File: config.mk
export PLATFORM = sky130hd
export DESIGN_NAME = dac_ctrl_regs
export DESIGN_NICKNAME = d
export VERILOG_FILES = /design/src/rtl/dacreg_pkg.sv /design/src/rtl/dac_busy_timer.sv /design/src/rtl/dac_ctrl_decode.sv /design/src/rtl/dac_ctrl_regs.sv
export SDC_FILE = /design/constraint.sdc
export NUM_CORES = 1
export LEC_CHECK = 0
export ABC_CLOCK_PERIOD_IN_PS = 2800
export CAP_MARGIN = 20
export CELL_PAD_IN_SITES_DETAIL_PLACEMENT = 0
export CELL_PAD_IN_SITES_GLOBAL_PLACEMENT = 1
export CORE_MARGIN = 2
export CORE_UTILIZATION = 48
export CTS_CLUSTER_DIAMETER = 200
export DETAILED_ROUTE_END_ITERATION = 8
export DONT_BUFFER_PORTS = 1
export PLACE_DENSITY_LB_ADDON = 0.1
export SLEW_MARGIN = 15
export SYNTH_ARGS = -nofsm -noshare
export SYNTH_HDL_FRONTEND = slang
export SYNTH_SLANG_ARGS = --single-unit
File: constraint.sdc
create_clock -name clk -period 2.8 [get_ports clk]
set_clock_uncertainty 0.1 [all_clocks]
set_input_delay 0.56 -clock clk [delete_from_list [all_inputs] [get_ports clk]]
set_output_delay 0.56 -clock clk [all_outputs]
set_load 0.05 [all_outputs]
File: src/rtl/dacreg_pkg.sv
package dacreg_pkg;
    localparam int DATA_W   = 16;
    localparam int ADDR_W   = 8;
    localparam int MAX_CH   = 4;

    localparam logic [ADDR_W-1:0] CTRL_OFS = 8'h20;
    localparam logic [ADDR_W-1:0] REF_OFS  = 8'h2C;
    localparam logic [ADDR_W-1:0] SET_BASE = 8'h38;

    localparam logic [3:0] FIELD_CONFIG  = 4'h0;
    localparam logic [3:0] FIELD_CH_BASE = 4'h2;
    localparam logic [3:0] FIELD_PATTERN = 4'h6;

    localparam int REF_LAUNCH_BIT = 7;
    localparam int REF_POS_BIT    = 8;
    localparam int STAT_REF_BUSY  = 1;
    localparam int STAT_CH_BASE   = 4;

    typedef struct packed {
        logic [3:0] field;
        logic [3:0] low;
    } ctrl_word_t;

    function automatic logic [ADDR_W-1:0] setting_addr(input int ch);
        return SET_BASE + ADDR_W'(2 * ch);
    endfunction
endpackage

File: src/rtl/dac_busy_timer.sv
module dac_busy_timer #(
    parameter int LOAD  = 5,
    parameter int CNT_W = $clog2(LOAD + 1)
) (
    input  logic clk,
    input  logic rst,
    input  logic start,
    output logic busy
);
    localparam logic [CNT_W-1:0] LOAD_V = CNT_W'(LOAD);

    logic [CNT_W-1:0] remain;

    always_ff @(posedge clk) begin
        if (rst)
            remain <= '0;
        else if (start)
            remain <= LOAD_V;
        else if (remain != '0)
            remain <= remain - 1'b1;
    end

    assign busy = (remain != '0);
endmodule

File: src/rtl/dac_ctrl_decode.sv
module dac_ctrl_decode
    import dacreg_pkg::*;
#(
    parameter int NUM_CH = 4
) (
    input  logic              clk,
    input  logic              rst,
    input  logic              we,
    input  logic [7:0]        cmd,
    output logic [NUM_CH-1:0] ch_enable,
    output logic              pattern_en,
    output logic              data_signed,
    output logic              fifo_reset
);
    ctrl_word_t w;
    assign w = ctrl_word_t'(cmd);

    always_ff @(posedge clk) begin
        if (rst) begin
            ch_enable   <= '0;
            pattern_en  <= 1'b0;
            data_signed <= 1'b0;
            fifo_reset  <= 1'b0;
        end else begin
            fifo_reset <= 1'b0;
            if (we) begin
                if (w.field == FIELD_CONFIG) begin
                    if (!w.low[3]) begin
                        data_signed <= w.low[1];
                        fifo_reset  <= w.low[2];
                    end
                end else if (w.field == FIELD_PATTERN) begin
                    pattern_en <= w.low[0];
                end else begin
                    for (int c = 0; c < NUM_CH; c++)
                        if (w.field == FIELD_CH_BASE + 4'(c))
                            ch_enable[c] <= w.low[0];
                end
            end
        end
    end
endmodule

File: src/rtl/dac_ctrl_regs.sv
module dac_ctrl_regs
    import dacreg_pkg::*;
#(
    parameter int NUM_CH      = 4,
    parameter int BUSY_CYCLES = 5,
    parameter int REF_CYCLES  = 3
) (
    input  logic              clk,
    input  logic              rst,
    input  logic              wr_en,
    input  logic [7:0]        wr_addr,
    input  logic [15:0]       wr_data,
    input  logic [7:0]        rd_addr,
    output logic [15:0]       rd_data,
    output logic [NUM_CH-1:0] ch_enable,
    output logic              pattern_en,
    output logic              data_signed,
    output logic              fifo_reset,
    output logic              ref_sel_pos
);
    // Command field 6 is pattern mode, so at most MAX_CH channel codes exist.
    localparam int BUSY_W = $clog2(BUSY_CYCLES + 1);
    localparam int REF_W  = $clog2(REF_CYCLES + 1);

    logic [NUM_CH-1:0] set_hit;
    logic [NUM_CH-1:0] ch_busy;
    logic              ref_start;
    logic              ref_busy;
    logic [DATA_W-1:0] readback [NUM_CH];
    logic [DATA_W-1:0] status;

    dac_ctrl_decode #(.NUM_CH(NUM_CH)) u_decode (
        .clk         (clk),
        .rst         (rst),
        .we          (wr_en && wr_addr == CTRL_OFS),
        .cmd         (wr_data[7:0]),
        .ch_enable   (ch_enable),
        .pattern_en  (pattern_en),
        .data_signed (data_signed),
        .fifo_reset  (fifo_reset)
    );

    generate
        for (genvar c = 0; c < NUM_CH; c++) begin : g_ch
            assign set_hit[c] = wr_en && (wr_addr == setting_addr(c));

            dac_busy_timer #(.LOAD(BUSY_CYCLES), .CNT_W(BUSY_W)) u_timer (
                .clk   (clk),
                .rst   (rst),
                .start (set_hit[c]),
                .busy  (ch_busy[c])
            );

            always_ff @(posedge clk) begin
                if (rst)
                    readback[c] <= '0;
                else if (set_hit[c])
                    readback[c] <= wr_data;
            end
        end
    endgenerate

    assign ref_start = wr_en && (wr_addr == REF_OFS) && wr_data[REF_LAUNCH_BIT];

    dac_busy_timer #(.LOAD(REF_CYCLES), .CNT_W(REF_W)) u_ref_timer (
        .clk   (clk),
        .rst   (rst),
        .start (ref_start),
        .busy  (ref_busy)
    );

    always_ff @(posedge clk) begin
        if (rst)
            ref_sel_pos <= 1'b0;
        else if (ref_start)
            ref_sel_pos <= wr_data[REF_POS_BIT];
    end

    always_comb begin
        status = '0;
        status[STAT_REF_BUSY] = ref_busy;
        for (int c = 0; c < NUM_CH; c++)
            status[STAT_CH_BASE + c] = ch_busy[c];
    end

    always_comb begin
        rd_data = '0;
        if (rd_addr == CTRL_OFS)
            rd_data = status;
        for (int c = 0; c < NUM_CH; c++)
            if (rd_addr == setting_addr(c))
                rd_data = readback[c];
    end
endmodule

Word-level counts from Yosys, hierarchy flattened

Memory sizes are Yosys's and may differ from the RTL's.
Index checks and enable logic that the tools add are counted.

Add/sub/neg operators: 5
Bitwise logic cells: 8
Equality and inequality tests: 16
Reduce and logical (&&, ||, !) cells: 29
Muxes and demuxes: 33

Operator list:

| operator            | number |
|---|---|
| $mux 16             | 8 |
| $eq 8x6->1 const B  | 11 |
| $mux 3              | 8 |
| $reduce_and 4->1    | 4 |
| $mux 1              | 14 |
| $eq 4x3->1 const B  | 3 |
| $reduce_bool 2->1   | 6 |
| $reduce_bool 3->1   | 4 |
| $sub 3x1->3 const B | 4 |
| $eq 4x2->1 const B  | 2 |
| $mux 8              | 1 |
| $reduce_or 2->1     | 4 |
| $logic_and 1x1->1   | 7 |
| $reduce_and 3->1    | 2 |
| $logic_not 4->1     | 1 |
| $mux 2              | 2 |
| $not 1->1           | 4 |
| $or 1x1->1          | 4 |
| $reduce_or 4->1     | 1 |
| $sub 2x1->2 const B | 1 |

Input port bits: 35
Memories kept: 1
Bits in writable memories: 64
Logic and storage cells: 109
Register bits after elaboration: 22

Memories:

| name     | words | width | rd ports | clocked after Yosys merged registers in | wr ports | line                | RTL |
|---|---|---|---|---|---|---|---|
| readback | 4     | 16    | 4        | 0                                       | 4        | dac_ctrl_regs.sv:29 | `logic [DATA_W-1:0] readback [NUM_CH];` |

Longest topological paths before layout

Gate-level depths: netlist of the first run.

Depth in word-level cells: 6
Depth in mapped cells: 6
Gate-level depth less buffers: 6

Hierarchy

From an unflattened synthesis of the first run, not the netlist that was laid out.

Cell total of the unflattened synthesis: 334
Area, all modules: 4301.6 um2

Modules (own cells, without submodules):

| module                               | area an instance (um2) | cells each | times used |
|---|---|---|---|
| dac_ctrl_regs                        | 3195.6                 | 220        | 1 |
| dac_busy_timer (g_ch[0].u_timer ...) | 170.2                  | 18         | 4 |
| dac_ctrl_decode                      | 325.3                  | 31         | 1 |
| dac_busy_timer (u_ref_timer)         | 100.1                  | 11         | 1 |

Worst setup path before layout of the first run

Ideal clock, no wire load.

Kind: input to output
From: in rd_addr[7]
To: out rd_data[2]
Data required time: 2.140 ns
Path slack: -0.572 ns
Data arrival time: 2.712 ns
Stages: 6
Path buffers: 2
Cells stage by stage: or4_4 -> buf_6 -> buf_4 -> nor3b_1 -> a31oi_1 -> o21ai_0

Longest elaborated chain between the ends: 5
Elaborated cells on any way between the ends: 8

RTL lines:

| element              | line                | RTL |
|---|---|---|
| start: declaration   | dac_ctrl_regs.sv:13 | `input logic [7:0] rd_addr,` |
| $eq 8x6->1           | dac_ctrl_regs.sv:91 | `if (rd_addr == setting_addr(c))` |
| $mux 16 (3 in a row) | dac_ctrl_regs.sv:91 |  |
| $mux 16 *            | dac_ctrl_regs.sv:91 |  |
| end: declaration     | dac_ctrl_regs.sv:14 | `output logic [15:0] rd_data,` |

Mark *: on every way between the ends. The rest lies on a longest branch, timed or not.

Worst setup path in the final report of the first run

From: in rd_addr[7]
To: out rd_data[1]

Longest elaborated chain between the ends: 6
Elaborated cells on any way between the ends: 10

RTL lines:

| element              | line                | RTL |
|---|---|---|
| $eq 8x6->1           | dac_ctrl_regs.sv:88 | `if (rd_addr == CTRL_OFS)` |
| $mux 8               | dac_ctrl_regs.sv:88 |  |
| $mux 16 (3 in a row) | dac_ctrl_regs.sv:91 |  |
| $mux 16 *            | dac_ctrl_regs.sv:91 |  |

Marked as above.

==> flow_metrics.env, run 1 <==
export IMPL_slowest_stage="or4_4"
export IMPL_critical_path_arrival_ns=2.06
export IMPL_timing_slew_headroom=0.638
export IMPL_slowest_delay_ns=0.59
export IMPL_comb_power_share=0.170
export IMPL_r2r_cells=5
export IMPL_root_buffer="clkbuf_8"
export IMPL_routedWlPerCell_um=18.2
export IMPL_fp_dieW_um=98.3
export IMPL_cp_cell_sequence="or4_4, nor4_4, buf_4, a222oi_1, a21oi_2, buf_12"
export IMPL_crit_required_ns=2.14
export IMPL_finalCritPeriodShare=0.970
export IMPL_row_count=34
export IMPL_hold_viol=0
export IMPL_clk_insertion_delay_late_ns=0.35
export IMPL_syn_cell_area_mm2=0.00427
export IMPL_nets=454
export IMPL_irDropWorstVdd_uv=440
export IMPL_postSynthNetCount=426
export IMPL_synthFlopType="edfxtp_1"
export IMPL_setup_tns_ns=0
export IMPL_min_from="rst"
export IMPL_synth_edf_count=64
export IMPL_die_area_mm2=0.00966
export IMPL_drv_slew=0
export IMPL_clk_pin_slew_ns=0.09
export IMPL_cts_buffer_depth=2
export IMPL_synth_seq_cells=86
export IMPL_r2r_start="g_ch[1].u_timer.remain[0]"
export IMPL_cp_endpoint="rd_data[1]"
export IMPL_hp_class="primary input to flip-flop"
export IMPL_fin_crit_ns=2.72
export IMPL_cts_buffers=9
export IMPL_r2r_end="g_ch[1].u_timer.remain[0]"
export IMPL_cp_max_fo=6
export IMPL_placed_cell_area_mm2=0.00471
export IMPL_cts_tree="built"
export IMPL_drc_errors=0
export IMPL_p_clk_frac=0.338
export IMPL_gp_congestion=0.805
export IMPL_start_util=0.492
export IMPL_crit_start="rd_addr[7]"
export IMPL_final_cell_mix="edfxtp_1 (64), and2_1 (60), nor2_1 (32), inv_1 (28), buf_4 (26)"
export IMPL_die_h_um=98.3
export IMPL_grt_pass1_wl_um=15500
export IMPL_internal_power_uw=2290
export IMPL_worst_setup_path_type="primary input to output pin"
export IMPL_wl_um=9470
export IMPL_syn_inst=378
export IMPL_core_area_mm2=0.00868
export IMPL_synth_cell_types=49
export IMPL_rsz0062_at_grt="false"
export IMPL_cts_sinks=86
export IMPL_grt_max_degree=31
export IMPL_via_count=2926
export IMPL_n_antenna_cell=0
export IMPL_ioPinCount=59
export IMPL_regToRegSetupSlack_ns=1.42
export IMPL_synthArstFlopShare=0
export IMPL_drtAntennaViolNets=0
export IMPL_h_tree_depth=3
export IMPL_p_leak_uw=0.00184
export IMPL_critPathLaunchType="primary input"
export IMPL_layout_drive_gt1_share=0.197
export IMPL_holdWs_ns=0.163
export IMPL_area_growth_pct=16.4
export IMPL_max_freq_mhz=368
export IMPL_switchingPower_uw=789
export IMPL_ys_warnings_count=0
export IMPL_drv_cap=0
export IMPL_postCtsHoldBufs=0
export IMPL_worstMarginPinSlew_ns=0.536
export IMPL_ys_seq_area_frac=0.554
export IMPL_fillCellCount=771
export IMPL_vias_per_cell=5.64
export IMPL_synth_avg_cell_area_um2=11.3
export IMPL_antenna_found_initial=0
export IMPL_gr_total_overflow=0
export IMPL_seq_power_share=0.493
export IMPL_powerDensity_mw_per_mm2=620
export IMPL_drtIter0Drc=146
export IMPL_cp_end_kind="output pin"
export IMPL_status="finished, final reports clean"
export IMPL_finalInstanceArea_mm2=0.00497
export IMPL_setup_viol=0
export IMPL_port_buffers=0
export IMPL_first_pass_iters=4
export IMPL_final_common_cell="edfxtp_1"
export IMPL_dp_hpwl_um=6440
export IMPL_grt_pass1_vias=2993
export IMPL_grt_usage=0.208
export IMPL_power_switching_fraction=0.256
## power groups by stage
| stage | registers, uW | logic, uW | clock network (uW) |
|---|---|---|---|
| 4_1_cts | 1520 | 528 | 1050 |
| 5_1_grt | 1530 | 602 | 1100 |
| 2_1_floorplan | 1540 | 411 | 0 |
| 6_report | 1520 | 522 | 1040 |
| 3_3_place_gp | 1540 | 504 | 0 |
| 3_5_place_dp | 1550 | 523 | 0 |
## synth_stat cells, types with 5 or more instances
library cell / count / share of area
a21oi_1: 26 / 0.030
a222oi_1: 5 / 0.012
a22o_1: 7 / 0.014
a22oi_1: 7 / 0.012
and2_1: 60 / 0.088
clkbuf_1: 11 / 0.0097
dfxtp_1: 22 / 0.10
edfxtp_1: 64 / 0.45
ha_1: 13 / 0.038
inv_1: 28 / 0.025
mux2i_1: 13 / 0.030
nand2b_1: 6 / 0.0088
nor2_1: 34 / 0.030
nor3_1: 5 / 0.0059
nor3b_1: 5 / 0.0088
o22ai_1: 5 / 0.0073
o32ai_1: 5 / 0.010
xor2_1: 5 / 0.010
## kinds of logic after synthesis
kind of cell             after synthesis  share of synthesized area
adder cells (fa/ha/maj)               13                     0.0381
AND/OR/NAND/NOR                      151                      0.221
AO/OA/AOI/OAI                         65                      0.103
buffers and inverters                 44                     0.0416
flip-flops                            86                      0.554
multiplexers                          14                     0.0331
XOR/XNOR                               5                     0.0103
## final cells by class
cell class	instances	area, um^2	share of cell area
sequential	86	2360	0.476
inverter	28	105	0.0212
clock buffer	11	131	0.0265
tap	108	135	0.0272
clock inverter	5	108	0.0217
multi-input combinational	248	1790	0.360
timing repair buffer	33	335	0.0675
## critical path, delay by kind of cell
family          cells  cell delay [ns]
simple gates        2             0.87
compound gates      2             0.29
buf+inv             2             0.33
## state kept, by name, indices dropped and copies added (netlist names)
name,cells
g_ch.u_timer.remain,12
u_decode.ch_enable,4
u_ref_timer.remain,2
readback,64
u_decode.fifo_reset,1
u_decode.data_signed,1
ref_sel_pos,1
u_decode.pattern_en,1
## worst min path at each step
| stage | end | cells past startpoint |
|---|---|---|
| global placement | g_ch[0].u_timer.remain[1] | 2 |
| finish | u_decode.pattern_en | 1 |
| detailed placement | g_ch[2].u_timer.remain[1] | 2 |
| floorplan | g_ch[0].u_timer.remain[1] | 2 |
| global route | u_decode.pattern_en | 1 |
| CTS | g_ch[2].u_timer.remain[2] | 1 |
## metal layers
metal / global-route usage / vias up / share of wire / wire length [um]
met5: 0 / - / 0 / 0
met4: 0.0717 / 0 / 0.016 / 150
met3: 0.0429 / 12 / 0.071 / 672
met2: 0.342 / 89 / 0.49 / 4630
met1: 0.276 / 1406 / 0.42 / 4010
li1: - / 1419 / - / -
## through the flow
| step | worst slack, ns | util | total power [uW] | std cells |
|---|---|---|---|---|
| 6_report | 0.0839 | 0.572 | 3080 | 519 |
| 5_1_grt | 0.00220 | 0.572 | 3240 | 519 |
| 4_1_cts | 0.00554 | 0.571 | 3100 | 518 |
| 3_5_place_dp | -0.0276 | 0.543 | 2070 | 502 |
| 3_3_place_gp | 0.000449 | 0.543 | 2050 | 502 |
| 2_1_floorplan | -0.196 | - | 1950 | 378 |
## timing repair
item                                    4_1_cts  5_1_grt
setup buffers                                 0        1
endpoints found under the setup margin        5        5
gates resized for setup                       1        1
pin swaps                                     0        1
hold endpoints to repair                      0        0
No activity file was read; power rests on OpenSTA's default activity.
==> run 2: changes to the inputs <==
--- a/config.mk
+++ b/config.mk
@@ -5,16 +5,15 @@
 export SDC_FILE = /design/constraint.sdc
 export NUM_CORES = 1
 export LEC_CHECK = 0
-export ABC_CLOCK_PERIOD_IN_PS = 2800
 export CAP_MARGIN = 20
 export CELL_PAD_IN_SITES_DETAIL_PLACEMENT = 0
 export CELL_PAD_IN_SITES_GLOBAL_PLACEMENT = 1
-export CORE_MARGIN = 2
 export CORE_UTILIZATION = 48
 export CTS_CLUSTER_DIAMETER = 200
 export DETAILED_ROUTE_END_ITERATION = 8
 export DONT_BUFFER_PORTS = 1
 export PLACE_DENSITY_LB_ADDON = 0.1
+export SKIP_LAST_GASP = 1
 export SLEW_MARGIN = 15
 export SYNTH_ARGS = -nofsm -noshare
 export SYNTH_HDL_FRONTEND = slang
==> run 2 against run 1 <==
Against the previous run:
- via count is 0.92% higher
- worst hold slack better by 0.0080 ns
- non-clock buffer count stayed put
- sequential power hardly changed
- cell count stayed put
- die area is 4.0% lower
- sequential share of layout area hardly changed
- flip-flop and latch count stayed put
- critical path depth is 1 lower
==> flow_metrics.env, run 2 (synthesis results as in run 1) <==
export IMPL_status="finished, final reports clean"
export IMPL_finalCritPeriodShare=0.978
export IMPL_clk_pin_slew_ns=0.09
export IMPL_utilization=0.572
export IMPL_gp_congestion=0.817
export IMPL_hold_end="g_ch[2].u_timer.remain[2]"
export IMPL_fillCellCount=765
export IMPL_drtAntennaViolNets=0
export IMPL_crit_required_ns=2.14
export IMPL_ioPinCount=59
export IMPL_critical_path_arrival_ns=2.08
export IMPL_grt_usage=0.215
export IMPL_die_area_mm2=0.00927
export IMPL_grt_pass1_vias=2896
export IMPL_layout_drive_gt1_share=0.202
export IMPL_p_leak_uw=0.00184
export IMPL_grt_met3_usage=0.0506
export IMPL_h_tree_depth=3
export IMPL_hold_viol=0
export IMPL_root_buffer="clkbuf_8"
export IMPL_drv_cap=0
export IMPL_regMostFlops="readback"
export IMPL_grt_pass1_wl_um=14400
export IMPL_die_h_um=96.3
export IMPL_vias_per_cell=5.69
export IMPL_cp_end_kind="output pin"
export IMPL_wl_um=9260
export IMPL_fp_dieW_um=96.3
export IMPL_via_count=2953
export IMPL_area_growth_pct=16.4
export IMPL_core_area_mm2=0.00868
export IMPL_n_antenna_cell=0
export IMPL_rsz0062_at_grt="true"
export IMPL_use_met1=0.270
export IMPL_port_buffers=0
export IMPL_switchingPower_uw=795
export IMPL_row_count=34
export IMPL_timing_slew_headroom=0.610
export IMPL_powerDensity_mw_per_mm2=603
export IMPL_internal_power_uw=2200
export IMPL_max_freq_mhz=365
export IMPL_seq_power_share=0.507
export IMPL_setup_viol=0
export IMPL_final_cell_mix="edfxtp_1 (64), and2_1 (60), nor2_1 (32), inv_1 (28), buf_4 (24)"
export IMPL_cts_tree="built"
export IMPL_gr_total_overflow=0
export IMPL_r2r_end="g_ch[1].u_timer.remain[0]"
export IMPL_drv_slew=0
export IMPL_hp_class="primary input to flip-flop"
export IMPL_clk_insertion_delay_late_ns=0.35
export IMPL_power_switching_fraction=0.265
export IMPL_postCtsHoldBufs=0
export IMPL_top_regs="readback: 64 flops, g_ch.u_timer.remain: 12 flops, u_decode.ch_enable: 4 flops"
export IMPL_worst_setup_path_type="primary input to output pin"
export IMPL_critPathLaunchType="primary input"
export IMPL_grt_max_degree=31
export IMPL_nets=454
export IMPL_drtIter0Drc=160
export IMPL_regArea_mm2=0.00236
export IMPL_cts_buffers=9
export IMPL_worstMarginPinSlew_ns=0.577
export IMPL_regToRegSetupSlack_ns=1.42
export IMPL_fin_crit_ns=2.74
export IMPL_r2r_cells=5
export IMPL_start_util=0.492
export IMPL_final_common_cell="edfxtp_1"
export IMPL_routedWlPerCell_um=17.8
export IMPL_cp_max_fo=6
export IMPL_antenna_found_initial=0
export IMPL_multi_input_area_mm2=0.00179
export IMPL_irDropWorstVdd_uv=338
export IMPL_comb_power_share=0.173
export IMPL_first_pass_iters=6
export IMPL_r2r_start="g_ch[1].u_timer.remain[0]"
export IMPL_cts_buffer_depth=2
export IMPL_dp_hpwl_um=6370
export IMPL_setup_tns_ns=0
export IMPL_cts_sinks=86
export IMPL_min_from="rst"
export IMPL_largest_reg_flops=64
export IMPL_grt_busiest_layer="met2"
export IMPL_whs_path_depth=1
export IMPL_p_clk_frac=0.320
export IMPL_met2_usage=0.355
export IMPL_drc_errors=0
run 2: timing repair:
| action | CTS | global route |
|---|---|---|
| buffers inserted | 0 | 0 |
| setup endpoints to repair | 2 | 3 |
| pin swaps | 0 | 1 |
| resized for setup | 1 | 3 |
run 2: critical path: stages:
cell      delay [ns]
or4_4           0.60
nor4_4          0.37
a222oi_1        0.19
a21oi_2         0.20
buf_12          0.16
run 2: power groups by stage:
stage	Combinational, uW	Clock [uW]	Sequential (uW)
2_1_floorplan	411	0	1540
3_3_place_gp	506	0	1540
3_5_place_dp	520	0	1550
4_1_cts	525	977	1520
5_1_grt	593	1020	1530
6_report	520	958	1520
run 2: per-layer routing:
metal / vias up / share of wire
li1: 1425 / -
met1: 1412 / 0.43
met2: 96 / 0.48
met3: 20 / 0.067
met4: 0 / 0.022
met5: - / 0
run 2: how the worst max path moves through the flow:
stage,from,to,slack [ns],cells past startpoint
global placement,rd_addr[7],rd_data[6],0.02,5
floorplan,rd_addr[7],rd_data[2],-0.20,6
CTS,rd_addr[7],rd_data[4],0.05,5
finish,rd_addr[7],rd_data[4],0.06,5
detailed placement,rd_addr[7],rd_data[4],-0.006,5
global route,rd_addr[7],rd_data[4],-0.02,5
run 2: cell type report:
class                           count  share of cell area
Sequential cell                    86               0.476
Multi-Input combinational cell    248               0.361
Timing Repair Buffer               33              0.0708
Tap cell                          108              0.0272
Clock buffer                        9              0.0249
Inverter                           28              0.0212
Clock inverter                      7              0.0191
run 2: per-stage QoR:
| step | setup WS [ns] | power (uW) | hold WS, ns | cells | cell area [um^2] |
|---|---|---|---|---|---|
| after global placement | 0.0222 | 2050 | 0.410 | 503 | 4730 |
| after floorplan | -0.196 | 1950 | 0.391 | 378 | 4320 |
| after CTS | 0.0484 | 3020 | 0.152 | 519 | 4950 |
| after global routing | -0.0197 | 3150 | 0.158 | 519 | 4970 |
| after detailed placement | -0.00592 | 2070 | 0.408 | 503 | 4730 |
| final | 0.0618 | 3000 | 0.171 | 519 | 4970 |
==> run 3: changes to the inputs <==
--- a/config.mk
+++ b/config.mk
@@ -13,6 +13,7 @@
 export DETAILED_ROUTE_END_ITERATION = 8
 export DONT_BUFFER_PORTS = 1
 export PLACE_DENSITY_LB_ADDON = 0.1
+export SETUP_SLACK_MARGIN = 0.3
 export SKIP_LAST_GASP = 1
 export SLEW_MARGIN = 15
 export SYNTH_ARGS = -nofsm -noshare
==> run 3 against run 2 <==
Against the previous run:
- total power grew 4.6%
- clock power grew 8%
- wire length grew 3.7%
- worst hold slack lost 0.0010 ns
- utilization grew 4.1 points
- critical path depth is the same
- combinational power grew 12%
- via count is essentially flat
- sequential share of layout area shrank 3.2 points
- fmax grew 1.4%
- largest cell class unchanged
- largest power group unchanged
==> flow_metrics.env, run 3 (synthesis results as in run 1) <==
export IMPL_p_leak_uw=0.00191
export IMPL_die_area_mm2=0.00927
export IMPL_area_growth_pct=24.7
export IMPL_clk_pin_slew_ns=0.09
export IMPL_cts_sinks=86
export IMPL_drtAntennaViolNets=0
export IMPL_row_count=34
export IMPL_dp_cells=504
export IMPL_hp_class="primary input to flip-flop"
export IMPL_routedWlPerCell_um=18.4
export IMPL_timing_slew_headroom=0.620
export IMPL_die_h_um=96.3
export IMPL_n_antenna_cell=0
export IMPL_setup_tns_ns=0
export IMPL_cp_max_fo=5
export IMPL_largest_reg_flops=64
export IMPL_drc_errors=0
export IMPL_regMostFlops="readback"
export IMPL_drtIter0Drc=138
export IMPL_root_buffer="clkbuf_8"
export IMPL_drv_cap=0
export IMPL_drv_slew=0
export IMPL_grt_max_degree=31
export IMPL_cts_buffers=9
export IMPL_cts_buffer_depth=2
export IMPL_grt_usage=0.223
export IMPL_port_buffers=0
export IMPL_dp_hpwl_um=6610
export IMPL_critPathLaunchType="primary input"
export IMPL_top_regs="readback: 64 flops, g_ch.u_timer.remain: 12 flops, u_decode.ch_enable: 4 flops"
export IMPL_nets=456
export IMPL_crit_required_ns=2.14
export IMPL_critical_path_arrival_ns=2.04
export IMPL_max_freq_mhz=370
export IMPL_via_count=2952
export IMPL_ioPinCount=59
export IMPL_antenna_found_initial=0
export IMPL_powerDensity_mw_per_mm2=589
export IMPL_rsz0062_at_grt="true"
export IMPL_layout_drive_gt1_share=0.245
export IMPL_clk_insertion_delay_late_ns=0.34
export IMPL_worstMarginPinSlew_ns=0.563
export IMPL_gr_total_overflow=0
export IMPL_utilization=0.613
export IMPL_vias_per_cell=5.67
export IMPL_fillCellCount=727
export IMPL_finalCritPeriodShare=0.965
export IMPL_fp_dieW_um=96.3
export IMPL_final_cell_mix="edfxtp_1 (64), and2_1 (60), nor2_1 (32), inv_1 (28), dfxtp_1 (22)"
export IMPL_cts_tree="built"
export IMPL_wl_um=9610
export IMPL_hold_viol=0
export IMPL_grt_pass1_wl_um=14800
export IMPL_first_pass_iters=5
export IMPL_status="finished, final reports clean"
export IMPL_finalNonFillerCells=521
export IMPL_h_tree_depth=3
export IMPL_irDropWorstVdd_uv=337
export IMPL_start_util=0.492
export IMPL_grt_pass1_vias=2875
export IMPL_fin_crit_ns=2.70
export IMPL_core_area_mm2=0.00868
export IMPL_cp_end_kind="output pin"
export IMPL_setup_viol=0
export IMPL_worst_setup_path_type="primary input to output pin"
export IMPL_gp_congestion=0.760
export IMPL_final_common_cell="edfxtp_1"
run 3: path summary, 6_finish.rpt:
check                            startpoint                   endpoint  slack (ns)  depth (start not counted)
hold reg to reg   g_ch[0].u_timer.remain[1]  g_ch[0].u_timer.remain[1]        0.42                          2
setup reg to reg      u_ref_timer.remain[0]      u_ref_timer.remain[1]        1.42                          5
setup / recovery                 rd_addr[7]                 rd_data[4]         0.1                          5
hold / removal                          rst  g_ch[3].u_timer.remain[0]        0.17                          1
run 3: worst max-delay path, cell delays in order:
cell and delay [ns]:
or4_4 0.56, nor4_4 0.36, a222oi_1 0.22, a21oi_4 0.18, buf_12 0.15
run 3: report_power, final:
part,leakage (uW),internal [uW],total (uW),switching (uW)
Sequential,0.000787,1470,1520,48.6
Combinational,0.00100,261,581,321
Clock,0.000121,594,1030,438
Total,0.00191,2330,3140,808
run 3: final cells by class:
cell class | instances | area (um^2) | area share
Clock buffer | 10 | 128 | 0.0240
Clock inverter | 6 | 109 | 0.0205
Inverter | 28 | 105 | 0.0198
Multi-Input combinational cell | 248 | 2010 | 0.377
Sequential cell | 86 | 2360 | 0.444
Tap cell | 108 | 135 | 0.0254
Timing Repair Buffer | 35 | 475 | 0.0893
run 3: per-layer routing:
metal	part of all wire	up-vias	GRT usage
met1	0.45	1406	0.306
met5	0	-	0
met3	0.070	10	0.0427
met4	0.0082	0	0.0846
li1	-	1428	-
met2	0.47	108	0.352
run 3: metrics by stage:
stage	setup WS [ns]	hold WS [ns]	cell area [um^2]	power, uW
floorplan	0.119	0.391	4490	1960
global placement	0.0835	0.411	5020	2070
detailed placement	0.0489	0.405	5020	2080
CTS	0.104	0.154	5280	3110
global route	0.0332	0.157	5320	3290
finish	0.0993	0.170	5320	3140
run 3: timing repair:
action	in CTS	in global routing
pin swaps	1	5
hold buffers	0	0
endpoints found under the setup margin	12	15
gates resized for setup	3	8
buffers inserted	1	0
cloned	0	0
